### src/rtl/daf_pkg.sv
package daf_pkg;

    // Running address classification of the frame being received
    typedef struct packed {
        logic uni;    // every address byte so far equals the station address
        logic bcast;  // every address byte so far is 0xFF
        logic mcast;  // group bit of the first byte was set
    } daf_class_t;

    // Decision stage registers
    typedef struct packed {
        logic pend;   // last address byte and hash index taken last cycle
        logic abort;  // reject pulse
        logic miss;   // address failed every check
    } daf_dec_t;

endpackage

### src/rtl/daf_classify.sv
module daf_classify
    import daf_pkg::*;
#(
    parameter int ADDR_BYTES = 6,
    parameter int CNT_W      = 8
) (
    input  logic                    clk,
    input  logic                    rst_n,
    input  logic                    take,
    input  logic [CNT_W-1:0]        byte_idx,
    input  logic [7:0]              rx_byte,
    input  logic [8*ADDR_BYTES-1:0] station_addr,
    input  logic                    clr,
    output daf_class_t              cls
);
    localparam int SEL_W = $clog2(ADDR_BYTES);
    localparam int SLOTS = 1 << SEL_W;

    logic [7:0]       sta_byte [SLOTS];
    logic             in_addr;
    logic             first;
    logic             match;
    logic             all_ones;
    logic [SEL_W-1:0] sel;
    daf_class_t       cls_d, cls_q;

    // Address bytes in transmission order, first byte from the top bits
    for (genvar g = 0; g < SLOTS; g++) begin : g_sta
        if (g < ADDR_BYTES) begin : g_real
            assign sta_byte[g] = station_addr[8*(ADDR_BYTES-1-g) +: 8];
        end else begin : g_pad
            assign sta_byte[g] = 8'h00;
        end
    end

    assign in_addr  = byte_idx < CNT_W'(ADDR_BYTES);
    assign first    = byte_idx == '0;
    assign sel      = byte_idx[SEL_W-1:0];
    assign match    = rx_byte == sta_byte[sel];
    assign all_ones = &rx_byte;

    always_comb begin
        cls_d = cls_q;
        if (take && in_addr) begin
            if (first) begin
                cls_d.uni   = match;
                cls_d.bcast = all_ones;
                cls_d.mcast = rx_byte[0];
            end else begin
                cls_d.uni = cls_q.uni & match;
                if (!all_ones) begin
                    cls_d.bcast = 1'b0;
                end
            end
        end else if (clr) begin
            cls_d = '0;
        end
    end

    always_ff @(posedge clk or negedge rst_n) begin
        if (!rst_n) begin
            cls_q <= '0;
        end else begin
            cls_q <= cls_d;
        end
    end

    assign cls = cls_q;

    // the group indication only rises from bit 0 of the first byte
    a_r6_mcast_from_lsb: assert property (@(posedge clk) disable iff (!rst_n)
        $rose(cls_q.mcast) |-> $past(take && first && rx_byte[0]));

    // a non-0xFF byte after the first removes broadcast status
    a_r4_bcast_broken: assert property (@(posedge clk) disable iff (!rst_n)
        (take && in_addr && !first && !all_ones) |=> !cls_q.bcast);

    // broadcast status can only be set by a 0xFF first byte
    a_r4_bcast_origin: assert property (@(posedge clk) disable iff (!rst_n)
        $rose(cls_q.bcast) |-> $past(take && first && all_ones));

endmodule

### src/rtl/daf_hash.sv
module daf_hash #(
    parameter int HASH_W = 6
) (
    input  logic                        clk,
    input  logic                        rst_n,
    input  logic                        rx_idle,
    input  logic                        capture,
    input  logic [HASH_W-1:0]           crc_hi,
    input  logic [(1<<(HASH_W-1))-1:0]  hash_lo,
    input  logic [(1<<(HASH_W-1))-1:0]  hash_hi,
    output logic                        hash_bit
);
    localparam int ENTRIES = 1 << HASH_W;

    logic [HASH_W-1:0]  idx_d, idx_q;
    logic [ENTRIES-1:0] table_bits;

    always_comb begin
        idx_d = idx_q;
        if (rx_idle) begin
            idx_d = '0;
        end else if (capture) begin
            idx_d = crc_hi;
        end
    end

    always_ff @(posedge clk or negedge rst_n) begin
        if (!rst_n) begin
            idx_q <= '0;
        end else begin
            idx_q <= idx_d;
        end
    end

    // Upper half of the index space lives in the upper word
    assign table_bits = {hash_hi, hash_lo};
    assign hash_bit   = table_bits[idx_q];

    // index is zero after any idle cycle
    a_r7_idle_clears: assert property (@(posedge clk) disable iff (!rst_n)
        rx_idle |=> idx_q == '0);

    // index only changes on capture or idle
    a_r7_index_stable: assert property (@(posedge clk) disable iff (!rst_n)
        (!rx_idle && !capture) |=> $stable(idx_q));

endmodule

### src/rtl/daf_decide.sv
module daf_decide
    import daf_pkg::*;
(
    input  logic       clk,
    input  logic       rst_n,
    input  logic       capture,
    input  logic       start,
    input  logic       rx_data_phase,
    input  logic       rx_idle,
    input  daf_class_t cls,
    input  logic       hash_bit,
    input  logic       bcast_block,
    input  logic       promisc,
    input  logic       pass_ctrl,
    input  logic       ctrl_addr_ok,
    output logic       abort,
    output logic       addr_miss
);
    daf_dec_t dec_d, dec_q;
    logic     addr_ok;
    logic     decide;

    assign addr_ok = cls.uni
                   | (cls.bcast & ~bcast_block)
                   | (cls.mcast & ~cls.bcast & hash_bit)
                   | (pass_ctrl & ctrl_addr_ok);

    assign decide = dec_q.pend & rx_data_phase & ~rx_idle;

    always_comb begin
        dec_d       = dec_q;
        dec_d.pend  = capture;
        dec_d.abort = 1'b0;
        if (start) begin
            dec_d.miss = 1'b0;
        end
        if (decide) begin
            dec_d.abort = ~addr_ok & ~promisc;
            dec_d.miss  = ~addr_ok;
        end
    end

    always_ff @(posedge clk or negedge rst_n) begin
        if (!rst_n) begin
            dec_q <= '0;
        end else begin
            dec_q <= dec_d;
        end
    end

    assign abort     = dec_q.abort;
    assign addr_miss = dec_q.miss;

    // abort is a single-cycle pulse
    a_r10_abort_single: assert property (@(posedge clk) disable iff (!rst_n)
        dec_q.abort |=> !dec_q.abort);

    // abort lands two clocks after the last address byte
    a_r10_abort_timing: assert property (@(posedge clk) disable iff (!rst_n)
        dec_q.abort |-> $past(capture, 2));

    // no abort unless the receiver was in the data phase and busy
    a_r10_abort_in_data: assert property (@(posedge clk) disable iff (!rst_n)
        dec_q.abort |-> $past(rx_data_phase && !rx_idle));

    // promiscuous mode never aborts
    a_r8_promisc_keeps: assert property (@(posedge clk) disable iff (!rst_n)
        dec_q.abort |-> $past(!promisc));

    // a frame start clears the miss flag
    a_r11_miss_clear: assert property (@(posedge clk) disable iff (!rst_n)
        (start && !dec_q.pend) |=> !dec_q.miss);

    // the miss flag holds between decisions and frame starts
    a_r11_miss_hold: assert property (@(posedge clk) disable iff (!rst_n)
        (!start && !dec_q.pend) |=> $stable(dec_q.miss));

endmodule

### src/rtl/daf_top.sv
module daf_top
    import daf_pkg::*;
#(
    parameter int ADDR_BYTES = 6,
    parameter int CNT_W      = 8,
    parameter int HASH_W     = 6
) (
    input  logic                       clk,
    input  logic                       rst_n,
    input  logic                       rx_idle,
    input  logic                       rx_data_phase,
    input  logic                       byte_valid,
    input  logic [CNT_W-1:0]           byte_idx,
    input  logic [7:0]                 rx_byte,
    input  logic                       frame_end,
    input  logic [HASH_W-1:0]          crc_hi,
    input  logic [8*ADDR_BYTES-1:0]    station_addr,
    input  logic                       bcast_block,
    input  logic                       promisc,
    input  logic [(1<<(HASH_W-1))-1:0] hash_lo,
    input  logic [(1<<(HASH_W-1))-1:0] hash_hi,
    input  logic                       pass_ctrl,
    input  logic                       ctrl_addr_ok,
    output logic                       abort,
    output logic                       addr_miss
);
    localparam logic [CNT_W-1:0] LAST_IDX = CNT_W'(ADDR_BYTES - 1);

    logic       take;
    logic       capture;
    logic       start;
    logic       clr;
    logic       hash_bit;
    daf_class_t cls;

    assign take    = byte_valid & rx_data_phase;
    assign capture = take & (byte_idx == LAST_IDX);
    assign start   = take & (byte_idx == '0);
    assign clr     = frame_end | abort;

    daf_classify #(
        .ADDR_BYTES (ADDR_BYTES),
        .CNT_W      (CNT_W)
    ) u_classify (
        .clk          (clk),
        .rst_n        (rst_n),
        .take         (take),
        .byte_idx     (byte_idx),
        .rx_byte      (rx_byte),
        .station_addr (station_addr),
        .clr          (clr),
        .cls          (cls)
    );

    daf_hash #(
        .HASH_W (HASH_W)
    ) u_hash (
        .clk      (clk),
        .rst_n    (rst_n),
        .rx_idle  (rx_idle),
        .capture  (capture),
        .crc_hi   (crc_hi),
        .hash_lo  (hash_lo),
        .hash_hi  (hash_hi),
        .hash_bit (hash_bit)
    );

    daf_decide u_decide (
        .clk           (clk),
        .rst_n         (rst_n),
        .capture       (capture),
        .start         (start),
        .rx_data_phase (rx_data_phase),
        .rx_idle       (rx_idle),
        .cls           (cls),
        .hash_bit      (hash_bit),
        .bcast_block   (bcast_block),
        .promisc       (promisc),
        .pass_ctrl     (pass_ctrl),
        .ctrl_addr_ok  (ctrl_addr_ok),
        .abort         (abort),
        .addr_miss     (addr_miss)
    );

endmodule

### config.mk
export PLATFORM = sky130hd
export DESIGN_NAME = daf_top
export DESIGN_NICKNAME = d
export VERILOG_FILES = /design/src/rtl/daf_pkg.sv /design/src/rtl/daf_classify.sv /design/src/rtl/daf_hash.sv /design/src/rtl/daf_decide.sv /design/src/rtl/daf_top.sv
export SDC_FILE = /design/constraint.sdc
export NUM_CORES = 1
export LEC_CHECK = 0
export ABC_AREA = 1
export CAP_MARGIN = 20
export CORE_MARGIN = 10
export CORE_UTILIZATION = 35
export DETAILED_ROUTE_END_ITERATION = 12
export DONT_BUFFER_PORTS = 1
export PLACE_DENSITY = 0.52
export SLEW_MARGIN = 20
export SYNTH_ARGS = -nofsm -noshare
export SYNTH_HDL_FRONTEND = slang
export SYNTH_SLANG_ARGS = --single-unit
### constraint.sdc
create_clock -name clk -period 1.7 [get_ports clk]
set_input_delay 0.34 -clock clk [delete_from_list [all_inputs] [get_ports clk]]
set_output_delay 0.34 -clock clk [all_outputs]
set_load 0.02 [all_outputs]
==> results of run 1 <==
## final cells by class
type / count / area (µm²)
fill: 606 / 3090
multi-input combinational: 298 / 1310
sequential: 12 / 300
inverter: 30 / 114
timing repair buffer: 8 / 100
tap: 70 / 87.6
clock buffer: 3 / 41.3
## power groups by stage
| stage | Combinational, mW | Clock (mW) | Sequential [mW] |
|---|---|---|---|
| 2_1_floorplan | 0.163 | 0 | 0.292 |
| 3_3_place_gp | 0.181 | 0 | 0.292 |
| 3_5_place_dp | 0.184 | 0 | 0.292 |
| 6_report | 0.190 | 0.252 | 0.287 |
| 4_1_cts | 0.192 | 0.262 | 0.287 |
| 5_1_grt | 0.223 | 0.278 | 0.287 |
## final timing paths
kind | from | cells after the start | to | slack (ns)
worst min register to register | u_classify.cls[0] | 2 | u_classify.cls[0] | 0.55
max in group asynchronous | rst_n | 1 | u_hash.idx_q[3] | 0.80
worst max-delay path | u_hash.idx_q[0] | 13 | u_decide.addr_miss | 0.17
worst min-delay path | promisc | 1 | u_decide.abort | 0.16
min in group asynchronous | rst_n | 1 | u_classify.cls[1] | 0.54
worst max register to register | u_hash.idx_q[0] | 13 | u_decide.addr_miss | 0.17
## state kept, by name, summed over array words and instances (netlist names)
signal              count
u_decide.abort          1
u_decide.dec_q          1
u_classify.cls          3
u_hash.idx_q            6
u_decide.addr_miss      1
## cells in the mapped netlist
master       n
a21oi_2      1
nor3_1       2
a2111oi_0    1
buf_6        1
inv_1       24
nand3_1     72
o21ai_1      3
clkbuf_1     1
o21ai_0     12
inv_2        4
buf_4        4
nand3b_1     1
o2111ai_1    1
nor2_1      31
nand4_1      1
nand2_1    155
clkinv_1     2
nor2_4       2
a21oi_1     12
dfrtp_1     12
nor3_4       1
buf_2        8
xor2_1       2
o211ai_1     1
## critical path: stages (launching register included)
cell	delay [ns]
dfrtp_1	0.40
inv_2	0.12
buf_12	0.15
nand2_1	0.06
nand3_1	0.07
nand3_1	0.09
nand2_1	0.07
nand2_1	0.04
nand3_1	0.07
nand2_1	0.06
nand2_1	0.06
nand3_1	0.08
nand2_1	0.08
nand2_1	0.05
## metrics by stage
| stage | std cells | utilization | worst slack, ns | hold WS (ns) |
|---|---|---|---|---|
| floorplan | 354 | - | 0.215 | 0.0444 |
| global placement | 415 | 0.368 | 0.179 | 0.0450 |
| detailed placement | 415 | 0.368 | 0.152 | 0.0449 |
| CTS | 419 | 0.379 | 0.143 | 0.160 |
| global route | 421 | 0.387 | 0.00689 | 0.168 |
| finish | 421 | 0.387 | 0.175 | 0.165 |
## metal layers
| layer | GRT usage | up-vias | wire length (µm) |
|---|---|---|---|
| met3 | 0.0530 | 0 | 782 |
| li1 | - | 1132 | - |
| met4 | 0.0116 | 0 | 0 |
| met1 | 0.193 | 954 | 2990 |
| met2 | 0.252 | 89 | 3190 |
| met5 | 0 | - | 0 |
## logic make-up after synthesis
| family | count (synthesis) | share of synthesized area |
|---|---|---|
| simple gates | 265 | 0.621 |
| flops | 12 | 0.166 |
| compound gates | 31 | 0.0936 |
| xor+xnor | 2 | 0.00970 |
| buf+inv | 44 | 0.109 |
## what timing repair did
item | in CTS | in global routing
hold buffers | 1 | 0
endpoints found under the hold margin | 12 | 0
endpoints found under the setup margin | 0 | 2
gates resized for setup | 0 | 4
setup buffers | 0 | 1
==> metrics.cfg, run 1 <==
[layout]
final_cell_mix = 155 x nand2_1, 72 x nand3_1, 31 x nor2_1
fin_nets = 497
layout-drive-gt1-share = 0.0541
syn_to_final_growth_pct = 8.04
n_antenna_cell = 0
fin_area_mm2 = 0.00195
final_common_cell = nand2_1

[sta]
worstMarginPinSlew_ns = 0.559
fin_crit_sh = 0.897
slew_headroom = 0.626
clock.fmax_ghz = 0.656
clock_skew_ns = 0.00161
fin_crit_ns = 1.53
finalSetupViolations = 0
timing_hold_violations_final = 0
rsz0062_at_grt = no
setup_tns_ns = 0
finalMaxSlewViolations = 0

[cts]
cts_buffer_depth = 2
ctsRootBufferMaster = clkbuf_8
htreeDepth = 1
clock_latency_ns = 0.23
tritoncts = built
clkTransAtPathRegs_ns = 0.05
clock_sinks = 12
cts-buffers-inserted = 3

[drt]
firstDrtPassIters = 4
finalWirelength_mm = 6.97
avgRoutedWirePerCell_um = 16.6
via_per_inst = 5.17
drt_iter0_drc = 99
vias = 2175
drtAntennaViolNets = 0
drc = 0

[global_routing]
grt_pass1_wl_mm = 10.9
antenna_found_initial = 0
grt_use_total = 0.152
grt_overflow = 0
grt_pass1_vias = 2225
grt_max_degree = 33

[worst_setup_path]
cp-end-kind = flop
crit_path_max_fanout = 16
critPathRequiredTime_ns = 1.82
crit_path_start_kind = flop
critPathKind = reg -> reg
cp_data_arrival_time_ns = 1.65

[power]
p_per_area_mw_per_mm2 = 374
totalPowerFinal_mw = 0.730
ir_drop_mv = 0.281
combPwrFrac = 0.261
seqPwrFrac = 0.394
swShare = 0.292
leakagePower_nw = 0.987
clkPwrFrac = 0.346
p_switching_mw = 0.213
internal-power_mw = 0.516

[place]
portBuffers = 0
finalWeightedCongestion = 0.836
hpwl_mm = 5.91
place_area_mm2 = 0.00186

[synth]
netlist.area_leader.share = 0.322
syn_inst = 354
yosysWarningCount = 0
syn_avg_cell_area_um2 = 5.10
synth-seq-cells = 12
syn_nets = 498
synth_area_leaders = nand2_1 32%, nand3_1 20%, dfrtp_1 17%
synth_top_cell_by_area = nand2_1
netlist_area_mm2 = 0.00181
synth_cell_types = 24
yosysSeqAreaShare = 0.166

[floorplanning]
core_mm2 = 0.00504
die_h_um = 91.8
die_area_mm2 = 0.00843
die_w_um = 91.8
ios = 146
start_util = 0.358
fp-row-count = 26

[flow_run]
max_cap_viol_count = 0

[status]
status = finished, final reports clean

[min_path]
hold_class = in -> reg

Note: power is estimated with default switching activity, not from simulation.
==> run 2: changes to the inputs <==
--- a/config.mk
+++ b/config.mk
@@ -11,7 +11,7 @@
 export CORE_UTILIZATION = 35
 export DETAILED_ROUTE_END_ITERATION = 12
 export DONT_BUFFER_PORTS = 1
-export PLACE_DENSITY = 0.52
+export PLACE_DENSITY = 0.57
 export SLEW_MARGIN = 20
 export SYNTH_ARGS = -nofsm -noshare
 export SYNTH_HDL_FRONTEND = slang
==> run 2 against run 1 <==
  * Combinational power hardly changed
  * Non-clock buffer count is 1 higher
  * Routed wire length is 6.1% lower
  * Sequential share of layout area hardly changed
  * Flip-flop and latch count stayed put
  * Maximum frequency hardly changed
  * Power is 7.6% higher
  * Final area is 0.26% lower
  * Clock skew hardly changed
  * Critical path depth stayed put
  * First-iteration DRC count is 37% lower
  * Largest cell class unchanged
  * Largest power group is now the clock network
==> metrics.cfg, run 2 (synthesized netlist as in run 1, its figures left out) <==
[status]
status = finished, final reports clean

[sta]
setup_tns_ns = 0  ; unchanged
slew_headroom = 0.639  ; +0.0123
clock_skew_ns = 0.00123  ; -0.000381 ns
clock.fmax_ghz = 0.655  ; about the same
fin_crit_sh = 0.898  ; about the same
finalMaxSlewViolations = 0  ; unchanged
timing_hold_violations_final = 0  ; unchanged
finalSetupViolations = 0  ; unchanged
worstMarginPinSlew_ns = 0.540  ; -0.0184 ns
fin_crit_ns = 1.53  ; +0.00151 ns
rsz0062_at_grt = no

[cts]
ctsResizeCount = 0  ; unchanged
clock_latency_ns = 0.24  ; about the same
clock_sinks = 12  ; unchanged
tritoncts = built
clkTransAtPathRegs_ns = 0.05  ; about the same
cts_buffer_depth = 2  ; unchanged
cts-buffers-inserted = 3  ; unchanged
htreeDepth = 1  ; unchanged
ctsRootBufferMaster = clkbuf_8

[worst_setup_path]
cp_common_cell = nand2_1
crit_path_start_kind = flop
critPathKind = reg -> reg
critPathRequiredTime_ns = 1.83  ; about the same
cp_top_family = simple AND/OR/NAND/NOR gates
crit_path_max_fanout = 24  ; +8
crit_chain = inv_1 > buf_12 > nand2_1 > nand3_1 > nand3_1 > nand2_1 > nand2_1 > nand3_1 > nand2_1 > nand2_1 > nand3_1 > nand2_1 > nand2_1
max_stage_delay_ns = 0.38  ; -0.02 ns
cp_slowest_cell = dfrtp_1
cp-end-kind = flop
cp_data_arrival_time_ns = 1.65  ; about the same
critical_path_buf_inv_count = 2  ; unchanged
r2r_setup_slack_ns = 0.17  ; about the same

[layout]
final_cell_mix = 155 x nand2_1, 72 x nand3_1, 31 x nor2_1
largest_reg_flops = 6  ; unchanged
final_common_cell = nand2_1
top_register = u_hash.idx_q
n_antenna_cell = 0  ; unchanged
fin_nets = 498  ; +0.20%
layout-drive-gt1-share = 0.0567  ; +0.00253
syn_to_final_growth_pct = 7.76

[power]
p_per_area_mw_per_mm2 = 404  ; +7.9%
totalPowerFinal_mw = 0.785  ; +7.6%
leakagePower_nw = 0.989  ; +0.16%
ir_drop_mv = 0.550  ; +96%

[drt]
via_per_inst = 5.23  ; +1.3%
vias = 2214  ; +1.8%
avgRoutedWirePerCell_um = 15.5  ; -6.5%
drc = 0  ; unchanged
finalWirelength_mm = 6.54  ; -6.1%
firstDrtPassIters = 4  ; unchanged
drtAntennaViolNets = 0  ; unchanged
drt_iter0_drc = 62  ; -37%

[flow_run]
max_cap_viol_count = 0  ; unchanged

[place]
hpwl_mm = 5.72  ; -3.3%
finalWeightedCongestion = 0.820  ; -1.9%
portBuffers = 0  ; unchanged

[floorplanning]
die_w_um = 91.8  ; unchanged
die_area_mm2 = 0.00843  ; unchanged
ios = 146  ; unchanged
start_util = 0.358  ; unchanged
fp-row-count = 26  ; unchanged
die_h_um = 91.8  ; unchanged
core_mm2 = 0.00504  ; unchanged

[global_routing]
grt_overflow = 0  ; unchanged
antenna_found_initial = 0  ; unchanged
grt_use_total = 0.142  ; -0.00949
grt_pass1_wl_mm = 10.3  ; -5.1%
grt_pass1_vias = 2217  ; -0.36%
grt_max_degree = 25  ; -24%

[min_path]
hold_class = in -> reg

## run 2: cell count changes in the layout (fill, tap and decap cells not counted)
cell and change:
inv_1 +1, clkbuf_16 -1, buf_4 +3, clkinv_2 -1
buf_8 -1, clkbuf_8 +1
## run 2: repair_timing
action | in CTS | in global routing
buffers inserted | 0 | 0
hold buffers | 1 | 0
hold endpoints to repair | 12 | 0
## run 2: path summary, 6_finish.rpt
path / startpoint / endpoint / cells after the start
max: u_hash.idx_q[0] / u_decide.addr_miss / 13
min: promisc / u_decide.abort / 1
max reg2reg: u_hash.idx_q[0] / u_decide.addr_miss / 13
min reg2reg: u_classify.cls[2] / u_classify.cls[2] / 2
max in group asynchronous: rst_n / u_classify.cls[0] / 1
min in group asynchronous: rst_n / u_decide.abort / 1
## run 2: cell type report
| type | count | area, µm² |
|---|---|---|
| Inverter | 30 | 113 |
| Clock buffer | 4 | 55.1 |
| Multi-Input combinational cell | 298 | 1310 |
| Fill cell | 588 | 3100 |
| Tap cell | 70 | 87.6 |
| Sequential cell | 12 | 300 |
| Timing Repair Buffer | 9 | 82.6 |
## run 2: report_power, final
part | switching (mW) | internal, mW | leakage, nW | total [mW]
combinational | 0.114 | 0.0753 | 0.792 | 0.189
sequential | 0.000678 | 0.286 | 0.168 | 0.287
clock | 0.105 | 0.205 | 0.0288 | 0.309
total | 0.219 | 0.566 | 0.989 | 0.785
## run 2: layer usage
layer  GRT usage  share of wire
met1       0.151           0.38
met2       0.255           0.49
met3      0.0750           0.13
met4      0.0103         0.0069
met5           0              0
## run 2: per-stage QoR
step / hold WS, ns / std cells / cell area, µm² / setup WS (ns) / util
finish: 0.161 / 423 / 1950 / 0.173 / 0.386
detailed placement: 0.0450 / 418 / 1880 / 0.159 / 0.373
global route: 0.156 / 423 / 1950 / 0.00266 / 0.386
global placement: 0.0450 / 418 / 1880 / 0.203 / 0.373
floorplan: 0.0444 / 354 / 1810 / 0.215 / -
CTS: 0.157 / 423 / 1950 / 0.156 / 0.386
## run 2: worst reg2reg max path: cells and delay by family (launching register included)
family | cells | cell delay [ns]
simple gates | 11 | 0.76
flops | 1 | 0.38
buf+inv | 2 | 0.27
==> run 3: changes to the inputs <==
--- a/config.mk
+++ b/config.mk
@@ -7,11 +7,10 @@
 export LEC_CHECK = 0
 export ABC_AREA = 1
 export CAP_MARGIN = 20
-export CORE_MARGIN = 10
+export CORE_MARGIN = 5
 export CORE_UTILIZATION = 35
 export DETAILED_ROUTE_END_ITERATION = 12
 export DONT_BUFFER_PORTS = 1
-export PLACE_DENSITY = 0.57
 export SLEW_MARGIN = 20
 export SYNTH_ARGS = -nofsm -noshare
 export SYNTH_HDL_FRONTEND = slang
==> run 3 against run 2 <==
  * Flip-flop and latch count stayed put
  * Routed wire length down 11%
  * Highest routed layer unchanged
  * Via count decreased by 0.81%
  * Core utilization fell by 0.050 points
  * Non-clock buffer count fell by 2
  * Clock skew grew 0.00057 ns
  * Cell count shrank 0.47%
  * Clock-buffer cell count unchanged
  * Maximum frequency grew 0.50%
  * Combinational power is essentially flat
  * Die area shrank 21%
  * Final area up 0.51%
  * Critical endpoint unchanged
==> metrics.cfg, run 3 (synthesized netlist as in run 1, its figures left out) <==
[place]
portBuffers = 0  ; unchanged
placed_cells = 415  ; -0.72%
finalWeightedCongestion = 0.864  ; +5.4%
hpwl_mm = 4.87  ; -15%

[drt]
finalWirelength_mm = 5.84  ; -11%
firstDrtPassIters = 5  ; +1
avgRoutedWirePerCell_um = 13.9  ; -10%
drtAntennaViolNets = 0  ; unchanged
routed-wl-met2_mm = 2.85  ; -11%
drc = 0  ; unchanged
vias = 2196  ; -0.81%
routed.top_layer = met4
drt_iter0_drc = 58  ; -6.5%
dr_wl_met3_um = 685  ; -16%
via_per_inst = 5.22  ; -0.34%
wl_met1_mm = 2.27  ; -8.3%

[layout]
layout-drive-gt1-share = 0.0541  ; -0.00253
n_antenna_cell = 0  ; unchanged
fin_nets = 496  ; -0.40%
top_register = u_hash.idx_q
final_cell_mix = 155 x nand2_1, 72 x nand3_1, 31 x nor2_1
stdcell_count = 421  ; -0.47%
largest_reg_flops = 6  ; unchanged
final_common_cell = nand2_1
finalCoreUtilization = 0.385  ; -0.000501
syn_to_final_growth_pct = 8.32

[sta]
fin_crit_sh = 0.894  ; -0.00444
worstMarginPinSlew_ns = 0.549  ; +0.00865 ns
fin_crit_ns = 1.52  ; -0.00755 ns
whs_ns = 0.155  ; -0.00595 ns
finalSetupViolations = 0  ; unchanged
setup_tns_ns = 0  ; unchanged
finalMaxSlewViolations = 0  ; unchanged
clock.fmax_ghz = 0.658  ; +0.50%
rsz0062_at_grt = no
slew_headroom = 0.633  ; -0.00579
timing_hold_violations_final = 0  ; unchanged
clock_skew_ns = 0.00180  ; +0.000573 ns

[power]
p_switching_mw = 0.222  ; +1.5%
clkPwrFrac = 0.397  ; +0.003
internal-power_mw = 0.565  ; -0.15%
ir_drop_mv = 0.386  ; -30%
totalPowerFinal_mw = 0.788  ; +0.30%
combPwrFrac = 0.239  ; -0.002
seqPwrFrac = 0.364  ; about the same
p_per_area_mw_per_mm2 = 403  ; -0.21%
leakagePower_nw = 0.990  ; +0.14%
swShare = 0.282  ; +0.00324

[floorplanning]
die_h_um = 81.8  ; -11%
start_util = 0.356  ; -0.00230
core_mm2 = 0.00507  ; +0.65%
ios = 146  ; unchanged
fp-row-count = 26  ; unchanged
die_area_mm2 = 0.00669  ; -21%
die_w_um = 81.8  ; -11%

[worst_setup_path]
cp-end-kind = flop
cp_data_arrival_time_ns = 1.65  ; about the same
crit_path_start_kind = flop
crit_path_max_fanout = 16  ; -33%
critPathRequiredTime_ns = 1.83  ; about the same
critPathKind = reg -> reg

[cts]
ctsRootBufferMaster = clkbuf_8
clock_latency_ns = 0.24  ; about the same
clkTransAtPathRegs_ns = 0.05  ; about the same
cts_buffer_depth = 2  ; unchanged
postCtsSetupRepairBufs = 0  ; unchanged
htreeDepth = 1  ; unchanged
clock_sinks = 12  ; unchanged
cts-buffers-inserted = 3  ; unchanged
tritoncts = built

[global_routing]
antenna_found_initial = 0  ; unchanged
grt_max_degree = 34  ; +36%
grt_pass1_wl_mm = 8.40  ; -19%
grt_overflow = 0  ; unchanged
grt_pass1_vias = 1967  ; -11%
grt_use_total = 0.155  ; +0.0123

[min_path]
hold_class = in -> reg

[status]
status = finished, final reports clean

[flow_run]
max_cap_viol_count = 0  ; unchanged

[run 3: cell count changes in the layout (fill, tap and decap cells not counted), sizes merged]
cell / before / now
clkbuf: 4 / 5
buf: 8 / 5
[run 3: worst paths after layout]
kind | from | depth (start not counted) | slack (ns) | endpoint
hold / removal | promisc | 1 | 0.15 | u_decide.abort
setup / recovery | u_hash.idx_q[0] | 13 | 0.18 | u_decide.addr_miss
min in group asynchronous | rst_n | 1 | 0.52 | u_decide.abort
setup reg to reg | u_hash.idx_q[0] | 13 | 0.18 | u_decide.addr_miss
hold reg to reg | u_classify.cls[0] | 2 | 0.55 | u_classify.cls[0]
max in group asynchronous | rst_n | 1 | 0.81 | u_hash.idx_q[1]
[run 3: routing by layer]
layer / vias up / track usage
met1: 943 / 0.178
met3: 8 / 0.0482
met2: 110 / 0.287
met5: - / 0
met4: 0 / 0.0166
li1: 1135 / -
[run 3: cell type report]
class / instances / area (µm²)
Clock buffer: 4 / 55.1
Fill cell: 576 / 3120
Inverter: 30 / 113
Multi-Input combinational cell: 298 / 1310
Sequential cell: 12 / 300
Tap cell: 70 / 87.6
Timing Repair Buffer: 7 / 92.6
[run 3: power groups by stage]
| stage | clock [mW] | sequential, mW | combinational (mW) |
|---|---|---|---|
| 2_1_floorplan | 0 | 0.292 | 0.163 |
| 3_3_place_gp | 0 | 0.292 | 0.178 |
| 3_5_place_dp | 0 | 0.292 | 0.182 |
| 4_1_cts | 0.317 | 0.287 | 0.190 |
| 5_1_grt | 0.328 | 0.287 | 0.219 |
| 6_report | 0.312 | 0.287 | 0.188 |
[run 3: repair_timing]
| item | in CTS | in global routing |
|---|---|---|
| hold buffers | 1 | 0 |
| setup endpoints to repair | 0 | 2 |
| endpoints found under the hold margin | 12 | 0 |
| gates resized for setup | 0 | 3 |
[run 3: worst max-delay path: stages (launching register included)]
cell	delay, ns
dfrtp_1	0.40
inv_2	0.11
clkbuf_16	0.17
nand2_1	0.06
nand3_1	0.07
nand3_1	0.08
nand2_1	0.07
nand2_1	0.04
nand3_1	0.08
nand2_1	0.05
nand2_1	0.06
nand3_1	0.08
nand2_1	0.09
nand2_1	0.05
[run 3: stage by stage]
stage               area, µm²  setup WS, ns
floorplan                1810         0.215
global placement         1860         0.159
detailed placement       1860         0.141
CTS                      1920         0.127
global route             1960       0.00169
finish                   1960         0.181
